<file path="src/rtl/dpwm_pkg.sv">
package dpwm_pkg;
  // upper bound kept small so the bit-reversal and frame counter stay narrow
  localparam int unsigned DPWM_MAX_DITH_W = 8;

  function automatic int unsigned dpwm_len(input int unsigned w);
    return 32'd1 << w;
  endfunction
endpackage

</file>
<file path="src/rtl/dpwm_timebase.sv">
module dpwm_timebase #(
  parameter int unsigned CNT_W  = 4,
  parameter int unsigned DITH_W = 2
) (
  input  logic              clk_i,
  input  logic              rst_ni,
  output logic [CNT_W-1:0]  cnt_o,
  output logic [DITH_W-1:0] frm_o,
  output logic              frame_end_o
);
  localparam logic [CNT_W-1:0]  CNT_MAX = '1;
  localparam logic [DITH_W-1:0] FRM_MAX = '1;

  logic [CNT_W-1:0]  cnt_q;
  logic [DITH_W-1:0] frm_q;

  always_ff @(posedge clk_i or negedge rst_ni) begin
    if (!rst_ni) begin
      cnt_q <= '0;
      frm_q <= '0;
    end else begin
      cnt_q <= cnt_q + 1'b1;
      if (cnt_q == CNT_MAX) frm_q <= frm_q + 1'b1;
    end
  end

  assign cnt_o       = cnt_q;
  assign frm_o       = frm_q;
  assign frame_end_o = (cnt_q == CNT_MAX) && (frm_q == FRM_MAX);


  frame_adv_chk: assert property (@(posedge clk_i) disable iff (!rst_ni)
    (cnt_q != CNT_MAX) |=> $stable(frm_q));
endmodule

</file>
<file path="src/rtl/dpwm_dither_sel.sv">
module dpwm_dither_sel #(
  parameter int unsigned DITH_W = 2
) (
  input  logic [DITH_W-1:0] frm_i,
  input  logic [DITH_W-1:0] frac_i,
  output logic              ext_o
);
  logic [DITH_W-1:0] frm_rev;

  // bit-reversed slot index spreads stretched periods evenly over the frame
  for (genvar i = 0; i < DITH_W; i++) begin : g_rev
    assign frm_rev[i] = frm_i[DITH_W-1-i];
  end

  assign ext_o = (frm_rev < frac_i);
endmodule

</file>
<file path="src/rtl/dpwm_edge.sv">
module dpwm_edge #(
  parameter int unsigned CNT_W = 4
) (
  input  logic             clk_i,
  input  logic             rst_ni,
  input  logic [CNT_W-1:0] cnt_i,
  input  logic             frm_zero_i,
  input  logic [CNT_W-1:0] coarse_i,
  input  logic             ext_i,
  output logic             gate_o,
  output logic             period_start_o,
  output logic             frame_start_o
);
  logic             full;
  logic [CNT_W:0]   on_len;
  logic             gate_d;
  logic             gate_q, pstart_q, fstart_q;

  assign full   = &coarse_i;
  assign on_len = {1'b0, coarse_i} + {{CNT_W{1'b0}}, ext_i};
  assign gate_d = full || ({1'b0, cnt_i} < on_len);

  always_ff @(posedge clk_i or negedge rst_ni) begin
    if (!rst_ni) begin
      gate_q   <= 1'b0;
      pstart_q <= 1'b0;
      fstart_q <= 1'b0;
    end else begin
      gate_q   <= gate_d;
      pstart_q <= (cnt_i == '0);
      fstart_q <= (cnt_i == '0) && frm_zero_i;
    end
  end

  assign gate_o         = gate_q;
  assign period_start_o = pstart_q;
  assign frame_start_o  = fstart_q;


  rose_gate_chk: assert property (@(posedge clk_i) disable iff (!rst_ni)
    $rose(gate_o) |-> period_start_o);

  strobe_nest_chk: assert property (@(posedge clk_i) disable iff (!rst_ni)
    frame_start_o |-> period_start_o);

  strobe_pulse_chk: assert property (@(posedge clk_i) disable iff (!rst_ni)
    period_start_o |=> !period_start_o);
endmodule

</file>
<file path="src/rtl/dpwm_dither.sv">
module dpwm_dither
  import dpwm_pkg::*;
#(
  parameter int unsigned CNT_W  = 4,
  parameter int unsigned DITH_W = 2
) (
  input  logic                    clk_i,
  input  logic                    rst_ni,
  input  logic [CNT_W+DITH_W-1:0] duty_i,
  output logic                    gate_o,
  output logic                    period_start_o,
  output logic                    frame_start_o
);
  localparam int unsigned DUTY_W = CNT_W + DITH_W;

  initial begin
    if (DITH_W < 1 || DITH_W > DPWM_MAX_DITH_W || CNT_W < 2)
      $error("dpwm_dither: unsupported width");
  end

  logic [CNT_W-1:0]  cnt;
  logic [DITH_W-1:0] frm;
  logic              frame_end;
  logic [DUTY_W-1:0] duty_q;
  logic              ext;

  dpwm_timebase #(.CNT_W(CNT_W), .DITH_W(DITH_W)) u_timebase (
    .clk_i       (clk_i),
    .rst_ni      (rst_ni),
    .cnt_o       (cnt),
    .frm_o       (frm),
    .frame_end_o (frame_end)
  );

  // command held for a whole frame
  always_ff @(posedge clk_i or negedge rst_ni) begin
    if (!rst_ni)        duty_q <= '0;
    else if (frame_end) duty_q <= duty_i;
  end

  dpwm_dither_sel #(.DITH_W(DITH_W)) u_dither_sel (
    .frm_i  (frm),
    .frac_i (duty_q[DITH_W-1:0]),
    .ext_o  (ext)
  );

  dpwm_edge #(.CNT_W(CNT_W)) u_edge (
    .clk_i          (clk_i),
    .rst_ni         (rst_ni),
    .cnt_i          (cnt),
    .frm_zero_i     (frm == '0),
    .coarse_i       (duty_q[DUTY_W-1:DITH_W]),
    .ext_i          (ext),
    .gate_o         (gate_o),
    .period_start_o (period_start_o),
    .frame_start_o  (frame_start_o)
  );


  duty_hold_chk: assert property (@(posedge clk_i) disable iff (!rst_ni)
    !frame_end |=> $stable(duty_q));
endmodule

</file>
<file path="config.mk">
export PLATFORM = sky130hd
export DESIGN_NAME = dpwm_dither
export DESIGN_NICKNAME = d
export VERILOG_FILES = /design/src/rtl/dpwm_pkg.sv /design/src/rtl/dpwm_timebase.sv /design/src/rtl/dpwm_dither_sel.sv /design/src/rtl/dpwm_edge.sv /design/src/rtl/dpwm_dither.sv
export SDC_FILE = /design/constraint.sdc
export NUM_CORES = 1
export LEC_CHECK = 0
export ABC_AREA = 1
export BUFFER_PORTS_ARGS = -buffer_cell sky130_fd_sc_hd__buf_2
export CAP_MARGIN = 20
export CORE_UTILIZATION = 55
export DETAILED_ROUTE_END_ITERATION = 8
export PLACE_DENSITY = 0.77
export SLEW_MARGIN = 10
export SYNTH_ARGS = -nofsm -noshare
export SYNTH_HDL_FRONTEND = slang
export SYNTH_SLANG_ARGS = --single-unit
</file>
<file path="constraint.sdc">
create_clock -name clk_i -period 3.7 [get_ports clk_i]
set_clock_uncertainty 0.2 [all_clocks]
set_input_delay 0.74 -clock clk_i [delete_from_list [all_inputs] [get_ports clk_i]]
set_output_delay 0.74 -clock clk_i [all_outputs]
set_load 0.01 [all_outputs]
</file>
==> key figures <==
Run status
  • Status: completed

Floorplanning
  • Initial core utilization: 0.603
  • Die Wd: 40.0 µm
  • Row Count: 13
  • Core area: 1320 µm²
  • Overall die area: 1600 µm²
  • Die height: 40.0 µm
  • I/O pin count: 11

Drt
  • Vias per cell: 4.93
  • Starting DRC count in detailed routing: 8
  • Drc violations: 0
  • Vias: 532
  • Total Wirelength: 1110 µm
  • Router iterations before antenna repair: 4
  • Wire per inst: 10.2 µm
  • Routed Antenna Nets: 0

GRT
  • GR Overflow Total: 0
  • Met3 Track Usage GR: 0.0667
  • Global route hottest layer: met2
  • Met2 usage: 0.286
  • First-pass GRT wire length: 1790 µm
  • Met1 usage: 0.207
  • Vias in the first global route: 432
  • Largest net degree at the start of global routing: 16
  • GRT Resource Usage Total: 0.174
  • Initial antenna violation count: 0

Logic synthesis
  • Area contributors post-synth: dfrtp_1 (47%), ha_1 (16%), nand2_1 (7.6%)
  • Synth Area per Inst: 9.93 µm²
  • Synthesis warning total: 0
  • Mapped Area: 795 µm²
  • Yosys reg bits: 15
  • Post-synth top area cell: dfrtp_1
  • Mapped Cells: 80
  • Mapped Nets: 98
  • Post-synthesis cell type count: 14
  • Register area share after synthesis: 0.472
  • Post-synth top area share: 0.472

Clock network
  • Root Buffer: clkbuf_4
  • TritonCTS clock tree: built
  • Post-CTS Hold Buffers: 0
  • Clock sinks: 15
  • Post-CTS setup buffers: 0
  • Clk buf depth: 2
  • Num CTS Buffers: 3
  • Post-CTS sizing: 0
  • Reg clk slew, reported paths: 0.09 ns
  • Clk Latency, worst-skew pair: 0.27 ns
  • H-tree levels: 1

Setup path
  • WS Path Type: flip-flop to flip-flop
  • Max FO, Critical Path: 3
  • R2r startpoint: u_timebase.frm_o[0]$_DFFE_PN0P_
  • Reg-to-reg setup timing slack: 1.49 ns
  • Crit path DAT: 2.18 ns
  • Worst R2R Path Depth: 11
  • Critical Path Start Type: flip-flop
  • Worst EP required: 3.67 ns
  • Setup crit end kind: flip-flop
  • Reg-to-Reg End: u_edge.gate_o$_DFF_PN0_

Finish
  • Share of cells above drive strength 1: 0.215
  • Layout Nets: 112
  • Filler cell count in the final layout: 106
  • Final std cells w/o fill: 108
  • Area growth syn-to-layout: 10.6%
  • Ant. Diodes: 0
  • Core Util, Final: 0.667

Timing
  • Final setup viols: 0
  • Final worst-path cycle share: 0.598
  • Setup TNS: 0 ns
  • Max Clock Freq: 452 MHz
  • Setup ws final: 1.49 ns
  • Min cycle time layout: 2.21 ns
  • Unrepaired setup endpoints after global routing: no
  • Hold Violations, Final: 0
  • Final Max Tran Viols: 0
  • Tightest Pin Transition: 0.380 ns
  • Max_slew headroom: 0.746

Placed design
  • Routability congestion estimate: 0.738
  • Placement Setup Slack: 1.51 ns
  • DP Cell Count: 104
  • I/O Buffers: 10
  • HPWL Detailed: 863 µm

Power
  • Worst vdd ir: 0.000313 V
  • Pwr per Cell Area: 299 nW/µm²
  • Total power: 0.263 mW
  • LEAKAGE: 0.506 nW

Flow run
  • MaxCap Viol Count: 0

Min path
  • HP Class: primary input to asynchronous set/reset pin
==> logic make-up (layout without fill, tap and decap cells) <==
logic type,count (synthesis),in the layout,share of synthesized area
AO/OA/AOI/OAI,8,8,0.0787
adder cells (fa/ha/maj),10,10,0.157
buffers and inverters,16,29,0.0850
flip-flops,15,15,0.472
XOR/XNOR,5,5,0.0551
AND/OR/NAND/NOR,26,26,0.151
==> layout make-up <==
class / count / area [µm²] / area share
Timing Repair Buffer: 10 / 50.0 / 0.0570
Inverter: 15 / 56.3 / 0.0641
Multi-Input combinational cell: 49 / 352 / 0.400
Tap cell: 15 / 18.8 / 0.0214
Sequential cell: 15 / 375 / 0.427
Clock buffer: 4 / 26.3 / 0.0299
==> critical path: stages, from the launching register on <==
cell and delay (ns):
dfrtp_1 0.42, ha_1 0.31, a21oi_1 0.17, ha_1 0.19, ha_1 0.18, xnor2_1 0.07
ha_1 0.30, nand2_1 0.05, inv_1 0.05, nand3_1 0.06, nand3_1 0.06, nand2_1 0.05
==> metal layers <==
| metal | share of wire | wire, µm |
|---|---|---|
| met1 | 0.49 | 537 |
| met2 | 0.47 | 519 |
| met3 | 0.031 | 34 |
| met4 | 0.013 | 14 |
| met5 | 0 | 0 |
==> cell usage after synthesis (all sizes together) <==
library cell	instances
nor2	1
inv	15
o21ai	6
nand3	6
nand4	1
nand2	16
buf	1
xor2	3
nor3b	1
a21oi	2
dfrtp	15
and2	1
ha	10
xnor2	2
==> how the worst max path moves through the flow <==
| stage | startpoint | end | slack, ns | depth (start not counted) |
|---|---|---|---|---|
| 5_1_grt | u_timebase.frm_o[0]$_DFFE_PN0P_ | u_edge.gate_o$_DFF_PN0_ | 1.31 | 11 |
| 6_report | u_timebase.frm_o[0]$_DFFE_PN0P_ | u_edge.gate_o$_DFF_PN0_ | 1.49 | 11 |
| 3_5_place_dp | u_timebase.frm_o[0]$_DFFE_PN0P_ | u_edge.gate_o$_DFF_PN0_ | 1.51 | 11 |
| 3_3_place_gp | u_timebase.frm_o[0]$_DFFE_PN0P_ | u_edge.gate_o$_DFF_PN0_ | 1.58 | 11 |
| 4_1_cts | u_timebase.frm_o[0]$_DFFE_PN0P_ | u_edge.gate_o$_DFF_PN0_ | 1.49 | 11 |
| 2_1_floorplan | u_timebase.frm_o[0]$_DFFE_PN0P_ | u_edge.gate_o$_DFF_PN0_ | 1.66 | 11 |
==> cell usage in the layout, fill, tap and decap left out, types with 2 or more instances in the layout <==
master,count
buf_2,10
o21ai_2,6
xnor2_1,2
nand3_1,6
inv_1,15
a21oi_1,2
clkbuf_4,3
dfrtp_1,15
ha_1,10
xor2_1,3
nand2_1,16
==> report_power, final <==
group	total [mW]	switching (mW)	internal, mW
combinational	0.00820	0.00517	0.00303
sequential	0.164	0	0.164
clock	0.0908	0.0492	0.0417
total	0.263	0.0543	0.208
==> flip-flops by register name, indices dropped and copies added (netlist names) <==
name                   count
u_timebase.frm_o           2
u_edge.period_start_o      1
u_edge.gate_o              1
u_edge.frame_start_o       1
u_timebase.cnt_o           4
duty_q                     6
==> per-stage QoR <==
step           hold WS, ns  cell area, µm²
2_1_floorplan        0.244             795
3_3_place_gp         0.266             852
3_5_place_dp         0.268             852
4_1_cts              0.155             878
5_1_grt              0.156             878
6_report             0.151             878
Power figures use the tool's default switching activity.
